[config.mk]
export PLATFORM = sky130hd
export DESIGN_NAME = mod_clk_sync_ctrl
export DESIGN_NICKNAME = d
export VERILOG_FILES = /design/src/rtl/mcs_pkg.sv /design/src/rtl/mcs_pd_qual.sv /design/src/rtl/mcs_clk_div.sv /design/src/rtl/mcs_conv_ctl.sv /design/src/rtl/mcs_bit_cap.sv /design/src/rtl/mcs_err_mon.sv /design/src/rtl/mod_clk_sync_ctrl.sv
export SDC_FILE = /design/constraint.sdc
export NUM_CORES = 1
export LEC_CHECK = 0
export BUFFER_PORTS_ARGS = -buffer_cell sky130_fd_sc_hd__buf_4
export CAP_MARGIN = 25
export CORE_MARGIN = 4
export CORE_UTILIZATION = 30
export DETAILED_ROUTE_END_ITERATION = 8
export PLACE_DENSITY = 0.47
export RECOVER_POWER = 50
export SLEW_MARGIN = 5
export SYNTH_ARGS = -nofsm -noshare
export SYNTH_HDL_FRONTEND = slang
export SYNTH_SLANG_ARGS = --single-unit
[constraint.sdc]
create_clock -name clk_i -period 3.6 [get_ports clk_i]
set_input_delay 0.72 -clock clk_i [delete_from_list [all_inputs] [get_ports clk_i]]
set_output_delay 0.72 -clock clk_i [all_outputs]
set_load 0.02 [all_outputs]
[src/rtl/mcs_pkg.sv]
`timescale 1ns/1ps
package mcs_pkg;
  typedef enum logic [0:0] {
    ST_RUN  = 1'b0,
    ST_HALT = 1'b1
  } conv_st_e;
endpackage

[src/rtl/mcs_pd_qual.sv]
`timescale 1ns/1ps
// power-down request qualified on the falling master edge
module mcs_pd_qual (
  input  logic clk_i,
  input  logic rst_ni,
  input  logic pwrdn_i,
  output logic pd_o
);
  logic pd_q;

  always_ff @(negedge clk_i or negedge rst_ni) begin
    if (!rst_ni) pd_q <= 1'b0;
    else         pd_q <= pwrdn_i;
  end

  assign pd_o = pd_q;
endmodule

[src/rtl/mcs_clk_div.sv]
`timescale 1ns/1ps
module mcs_clk_div #(
  parameter int DIV          = 4,
  parameter int STROBE_PHASE = 3
) (
  input  logic clk_i,
  input  logic rst_ni,
  input  logic freeze_i,
  output logic mclk_o,
  output logic strobe_ph_o
);
  localparam int DIV_W = (DIV > 1) ? $clog2(DIV) : 1;
  localparam logic [DIV_W-1:0] LAST = DIV_W'(DIV - 1);
  localparam logic [DIV_W-1:0] HALF = DIV_W'(DIV / 2);
  localparam logic [DIV_W-1:0] SPH  = DIV_W'(STROBE_PHASE);

  logic [DIV_W-1:0] ph_q;

  always_ff @(posedge clk_i or negedge rst_ni) begin
    if (!rst_ni) begin
      ph_q <= '0;
    end else if (!freeze_i) begin
      ph_q <= (ph_q == LAST) ? '0 : ph_q + DIV_W'(1);
    end
  end

  assign mclk_o      = (ph_q < HALF);
  assign strobe_ph_o = (ph_q == SPH);
endmodule

[src/rtl/mcs_conv_ctl.sv]
`timescale 1ns/1ps
module mcs_conv_ctl
  import mcs_pkg::*;
#(
  parameter int DEC_W = 8
) (
  input  logic             clk_i,
  input  logic             rst_ni,
  input  logic             freeze_i,
  input  logic             strobe_ph_i,
  input  logic             sync_i,
  input  logic [DEC_W-1:0] ratio_i,
  output logic             take_o,
  output logic             clr_o,
  output logic [DEC_W-1:0] dec_phase_o
);
  conv_st_e         st_q;
  logic             sync_q;
  logic             clr_q;
  logic [DEC_W-1:0] dec_q;
  logic             sync_edge;
  logic             clr_now;
  logic             running;
  logic [DEC_W:0]   dec_inc;
  logic             dec_wrap;

  assign sync_edge = sync_i & ~sync_q;
  assign running   = ~freeze_i & (st_q == ST_RUN);
  assign take_o    = running & strobe_ph_i;
  // an edge already in step with the decimation period is swallowed
  assign clr_now   = ~freeze_i & sync_edge & ((st_q == ST_HALT) | (dec_q != '0));
  assign dec_inc   = {1'b0, dec_q} + (DEC_W+1)'(1);
  assign dec_wrap  = dec_inc >= {1'b0, ratio_i};

  always_ff @(posedge clk_i or negedge rst_ni) begin
    if (!rst_ni) begin
      st_q   <= ST_RUN;
      sync_q <= 1'b0;
      clr_q  <= 1'b0;
      dec_q  <= '0;
    end else begin
      sync_q <= sync_i;
      clr_q  <= clr_now;
      if (freeze_i) begin
        st_q <= ST_HALT;
      end else if (clr_now) begin
        st_q  <= ST_RUN;
        dec_q <= '0;
      end else if (take_o) begin
        dec_q <= dec_wrap ? '0 : dec_inc[DEC_W-1:0];
      end
    end
  end

  assign clr_o       = clr_q;
  assign dec_phase_o = dec_q;
endmodule

[src/rtl/mcs_bit_cap.sv]
`timescale 1ns/1ps
module mcs_bit_cap (
  input  logic clk_i,
  input  logic rst_ni,
  input  logic take_i,
  input  logic src_sel_i,
  input  logic mdata_i,
  input  logic tdata_i,
  output logic vld_o,
  output logic bit_o
);
  logic vld_q;
  logic bit_q;

  always_ff @(posedge clk_i or negedge rst_ni) begin
    if (!rst_ni) begin
      vld_q <= 1'b0;
      bit_q <= 1'b0;
    end else begin
      vld_q <= take_i;
      if (take_i) bit_q <= src_sel_i ? tdata_i : mdata_i;
    end
  end

  assign vld_o = vld_q;
  assign bit_o = bit_q;
endmodule

[src/rtl/mcs_err_mon.sv]
`timescale 1ns/1ps
module mcs_err_mon (
  input  logic clk_i,
  input  logic rst_ni,
  input  logic mflg_i,
  output logic evt_o,
  output logic err_n_o
);
  logic flg_q;
  logic evt_q;
  logic err_n_q;

  always_ff @(posedge clk_i or negedge rst_ni) begin
    if (!rst_ni) begin
      flg_q   <= 1'b0;
      evt_q   <= 1'b0;
      err_n_q <= 1'b1;
    end else begin
      flg_q <= mflg_i;
      evt_q <= mflg_i & ~flg_q;
      if (mflg_i) err_n_q <= 1'b0;
    end
  end

  assign evt_o   = evt_q;
  assign err_n_o = err_n_q;
endmodule

[src/rtl/mod_clk_sync_ctrl.sv]
`timescale 1ns/1ps
module mod_clk_sync_ctrl #(
  parameter int DIV          = 4,
  parameter int STROBE_PHASE = 3,
  parameter int DEC_W        = 8
) (
  input  logic             clk_i,
  input  logic             rst_ni,
  input  logic             pwrdn_i,
  input  logic             sync_i,
  input  logic             src_sel_i,
  input  logic             mdata_i,
  input  logic             tdata_i,
  input  logic             mflg_i,
  input  logic [DEC_W-1:0] ratio_i,
  output logic             mclk_o,
  output logic             bit_vld_o,
  output logic             bit_o,
  output logic             clr_o,
  output logic [DEC_W-1:0] dec_phase_o,
  output logic             err_evt_o,
  output logic             err_n_o
);
  logic pd_q;
  logic strobe_ph;
  logic take;

  mcs_pd_qual u_pd (
    .clk_i   (clk_i),
    .rst_ni  (rst_ni),
    .pwrdn_i (pwrdn_i),
    .pd_o    (pd_q)
  );

  mcs_clk_div #(.DIV(DIV), .STROBE_PHASE(STROBE_PHASE)) u_div (
    .clk_i       (clk_i),
    .rst_ni      (rst_ni),
    .freeze_i    (pd_q),
    .mclk_o      (mclk_o),
    .strobe_ph_o (strobe_ph)
  );

  mcs_conv_ctl #(.DEC_W(DEC_W)) u_conv (
    .clk_i       (clk_i),
    .rst_ni      (rst_ni),
    .freeze_i    (pd_q),
    .strobe_ph_i (strobe_ph),
    .sync_i      (sync_i),
    .ratio_i     (ratio_i),
    .take_o      (take),
    .clr_o       (clr_o),
    .dec_phase_o (dec_phase_o)
  );

  mcs_bit_cap u_cap (
    .clk_i     (clk_i),
    .rst_ni    (rst_ni),
    .take_i    (take),
    .src_sel_i (src_sel_i),
    .mdata_i   (mdata_i),
    .tdata_i   (tdata_i),
    .vld_o     (bit_vld_o),
    .bit_o     (bit_o)
  );

  mcs_err_mon u_err (
    .clk_i   (clk_i),
    .rst_ni  (rst_ni),
    .mflg_i  (mflg_i),
    .evt_o   (err_evt_o),
    .err_n_o (err_n_o)
  );
endmodule

# --- Yosys cells after proc, flatten, opt, wreduce, memory -nomap -nowiden ---
# Index checks and enable logic that the tools add are counted.
op_classes:
  n_addsub: 2
  n_eq_ne: 1
  n_mux: 7
  n_reduce_logical: 4
  bitwise: 11
  magnitude_cmp: 2
ops:
  columns: ["cell", "count"]
  rows:
  - ["$mux 8", 3]
  - ["$add 8x1->9 const B", 1]
  - ["$ge 9x8->1", 1]
  - ["$reduce_bool 8->1", 1]
  - ["$and 1x1->1", 6]
  - ["$not 1->1", 4]
  - ["$reduce_bool 2->1", 2]
  - ["$mux 1", 3]
  - ["$add 2x1->2 const B", 1]
  - ["$eq 2x2->1 const B", 1]
  - ["$lt 2x2->1 const B", 1]
  - ["$mux 2", 1]
  - ["$reduce_and 2->1", 1]
  - ["$or 1x1->1", 1]
word_totals:
  output_inout_bits: 14
  regBits: 19
  word_cells: 38
  inputBits: 16

# --- Logic depth before layout (Yosys ltp) ---
logic_depth:
  word_depth: 6
  depth_mapped: 12
  depth_no_buf: 11

# --- By module ---
# From an unflattened synthesis, not the netlist that was laid out.
unflattened:
  hier_cells: 97
  hier_area_um2: 1061.0
modules_own_cells:
  columns: ["mod", "cells_per_inst", "n_inst", "area_each_um2", "seq_area_each_um2"]
  rows:
  - ["mcs_conv_ctl", 79, 1, 780.7, 275.3]
  - ["mcs_clk_div", 7, 1, 95.1, 50.0]
  - ["mcs_err_mon", 5, 1, 91.3, 76.3]
  - ["mcs_bit_cap", 5, 1, 68.8, 50.0]
  - ["mcs_pd_qual", 1, 1, 25.0, 25.0]

==> Implementation_results.wiki <==
{| class="wikitable"
! Metric !! Value
|-
| Result of the run || complete, no violations
|-
| Launch point of the worst reg-to-reg path || u_pd.pd_o
|-
| Synth top area share || between 30 and 40%
|-
| Layout Skew || around 0.018 ns
|-
| Tightest slew margin relative to the limit || roughly a third
|-
| Vias in the first global route || 950
|-
| Dominant cells by area after synthesis || dfrtp_1, ha_1, inv_1
|-
| Dominant combinational cell family by area after synthesis || simple AND/OR/NAND/NOR gates
|-
| Critical-path cell list || or3b_1 > buf_4 > nor4_1 > o21ai_0 > a21oi_1
|-
| Gate Count Post-Synth || 117
|-
| Leading post-synthesis cells by instance count || dfrtp_1, inv_1, ha_1, nand2_1
|-
| Global route overflow || 0
|-
| Final setup violation count || 0
|-
| Post-detail-place hpwl || 1870 µm
|-
| Unrepaired setup endpoints after global routing || no
|-
| Class of the worst hold path || register to register
|-
| Count of instances resized after the clock tree is built || 0
|-
| Simple-gate share of the synthesized area || roughly a fifth
|-
| Least setup slack across all paths after layout || between 0.2 and 0.25 ns
|-
| Maximum number of pins on one net before global-route repair || 20
|-
| Number of nets produced by synthesis || 144
|-
| Count of filler cells inserted in the layout || 382
|-
| Async set-reset flop share out of synthesis || 100%
|-
| Violation count after the first detailed-routing iteration || 9
|-
| Master cell of the clock root buffer || clkbuf_8
|-
| Postcts setup bufs || 0
|-
| Portion of the post-synthesis area used by sequential elements || 40.6%
|-
| Category of the most critical setup path || register to register
|-
| Die ar. || 0.00498 mm²
|-
| Number of levels the H-tree was split into || 1
|-
| Number of vias per cell || 4.72
|-
| Number of search-and-repair iterations in the first detailed-routing pass || 2
|-
| Total routing usage reported by global routing || 10.3%
|-
| Number of synthesized flops with an enable pin || 0
|-
| Drc violations || 0
|-
| Beginning of the critical path || u_pd.pd_o
|-
| Hold-fix buffers, CTS || 0
|-
| Slew @ Worst Pin || between 1 and 1.5 ns
|-
| TritonCTS sink count || 19
|-
| Number of different library cells in the post-synthesis netlist || 38
|-
| Critical-path top delay cell || or3b_1
|-
| Layout cells sized above 1 || about 26%
|-
| Pre-CTS setup slack || 0.266 ns
|-
| TritonCTS clock tree || yes
|-
| Placer Congestion || 0.747
|-
| Row cnt || 22
|-
| Port Buffer Count || 29
|-
| Count of pins on the block boundary || 30
|-
| Ys flop type || dfrtp_1
|-
| Total number of yosys warnings || 0
|-
| Antenna Nets Post-Route || 0
|-
| Die extent in y || 70.5 µm
|-
| Layout area overhead || 25.4%
|-
| Number of buffers created by CTS || 3
|-
| Synth Area in Compound Gates || 15.7%
|-
| Number of antenna violations at the first check in global routing || 0
|-
| Synthesized-area fraction occupied by adder cells || between 10% and 20%
|-
| Avg Inst Size Synth || 10.0 µm²
|-
| Final TNS setup || 0 ns
|-
| Antenna cell count || 0
|-
| Final hold violation count || 0
|-
| Most common cell in the synthesized netlist || dfrtp_1
|-
| Maximum single-stage delay on the critical path || 0.50 ns
|-
| Final wirelength || 2380 µm
|-
| Skew-Pair Late Insertion Delay || 0.26 ns
|-
| Origin of the worst min-delay path || u_err.flg_q
|-
| Synthesized flop and latch total || 19
|-
| Final Net Count || 176
|-
| Power per cell area || 430 mW/mm²
|-
| Critical path capture point type || register
|-
| Clock-pin slew reported for the worst setup and hold paths after clock tree synthesis || about 0.07 ns
|-
| Average wire per cell in the routed design || 12.1 µm
|-
| Mux share of post-synthesis cell area || 1.81%
|-
| First-pass GRT wire length || 4250 µm
|-
| Required arrival time at the worst endpoint || 3.77 ns
|-
| Core footprint || 0.00372 mm²
|-
| Setup crit start kind || register
|-
| Largest fanout on the critical path || 9
|-
| Largest area contributor in the netlist || dfrtp_1
|-
| Total of max-cap violations || 0
|-
| Initial cell density of the core || between 30% and 40%
|-
| Die span in x || slightly above 70 µm
|-
| Post-Synth XOR/XNOR Area || 4.48%
|-
| Arrival @ worst endpoint || around 3.5 ns
|-
| Netlist area before placement || 0.00117 mm²
|-
| Leakage || 0.716 nW
|-
| Total power after layout || 0.633 mW
|-
| Peak supply drop || approximately 0.34 mV
|-
| Via count of the routed design || 926
|-
| Buffer levels on the longest clock path || 2
|-
| Max Slew Vio Count || 0
|}
## placed cells by master (no fill, tap or decap), types with 2 or more instances in the layout
cell type,n
ha_1,11
xnor2_1,3
nor4_1,2
o21ai_0,4
nand3_1,5
a21oi_1,5
nand4_1,3
xor2_1,3
dfrtp_1,17
nor3_1,3
nor2b_1,5
buf_4,25
clkbuf_8,3
a211oi_2,2
a31oi_1,2
nor2_1,2
a21o_1,4
inv_1,12
nand2_1,11
clkbuf_1,7
## layer usage
metal / part of all wire (%) / global-route usage [%]
met5: 0 / 0
met4: 0.55 / 3.13
met3: 5.0 / 1.85
met2: 48 / 17.2
met1: 47 / 13.6
## report_power, final
| part | switching [mW] | internal (mW) | leakage, nW |
|---|---|---|---|
| clock network | 0.0656 | 0.0785 | 0.0228 |
| registers | 0.0382 | 0.245 | 0.227 |
| logic | 0.110 | 0.0958 | 0.466 |
## flip-flops by register name (all words and copies together), names as in the netlist
| register | flops |
|---|---|
| u_conv.dec_phase_o | 8 |
| u_div.ph_q | 2 |
| u_cap.bit_o | 1 |
| u_cap.vld_o | 1 |
| u_conv.clr_o | 1 |
| u_conv.st_q | 1 |
| u_conv.sync_q | 1 |
| u_err.err_n_o | 1 |
| u_err.evt_o | 1 |
| u_err.flg_q | 1 |
| u_pd.pd_o | 1 |
## area by class of cell
cell class / count / area [µm²] / area share (%)
timing repair buffer: 32 / 218 / 14.8
tap: 48 / 60.1 / 4.08
inverter: 12 / 45.0 / 3.06
multi-input combinational: 81 / 627 / 42.6
clock buffer: 4 / 45.0 / 3.06
sequential: 19 / 477 / 32.4
## worst max-delay path: cells and delay by family (launching register included)
family	cells	cell delay (ns)
compound gates	2	0.26
buf+inv	1	0.22
flops	1	0.34
simple gates	2	0.65
## kinds of logic (layout without fill, tap and decap cells)
group	Yosys count	count (layout)
and+or+nand+nor	40	40
AOI/OAI and AO/OA	22	22
DFF	19	19
buffers and inverters	17	48
adders and majority gates	11	11
xor gates and xnor gates	6	6
muxes	2	2
## stage by stage
| step | area, µm² | instances | hold slack (ns) | util [%] |
|---|---|---|---|---|
| 3_5_place_dp | 1450 | 192 | 0.397 | 39.0 |
| 5_1_grt | 1470 | 196 | 0.432 | 39.6 |
| 3_3_place_gp | 1450 | 192 | 0.391 | 39.0 |
| 6_report | 1470 | 196 | 0.399 | 39.6 |
| 4_1_cts | 1490 | 196 | 0.334 | 40.2 |
| 2_1_floorplan | 1170 | 117 | 0.378 | - |
## path summary, 6_finish.rpt
path	slack, ns	endpoint	cells past startpoint
setup / recovery	0.23	u_conv.dec_phase_o[6]	5
hold / removal	0.40	u_err.evt_o	1
setup reg to reg	0.23	u_conv.dec_phase_o[6]	5
hold reg to reg	0.40	u_err.evt_o	1
max in group asynchronous	0.67	u_pd.pd_o	1
min in group asynchronous	0.62	u_conv.dec_phase_o[5]	1
Note: power is estimated with default switching activity, not from simulation.
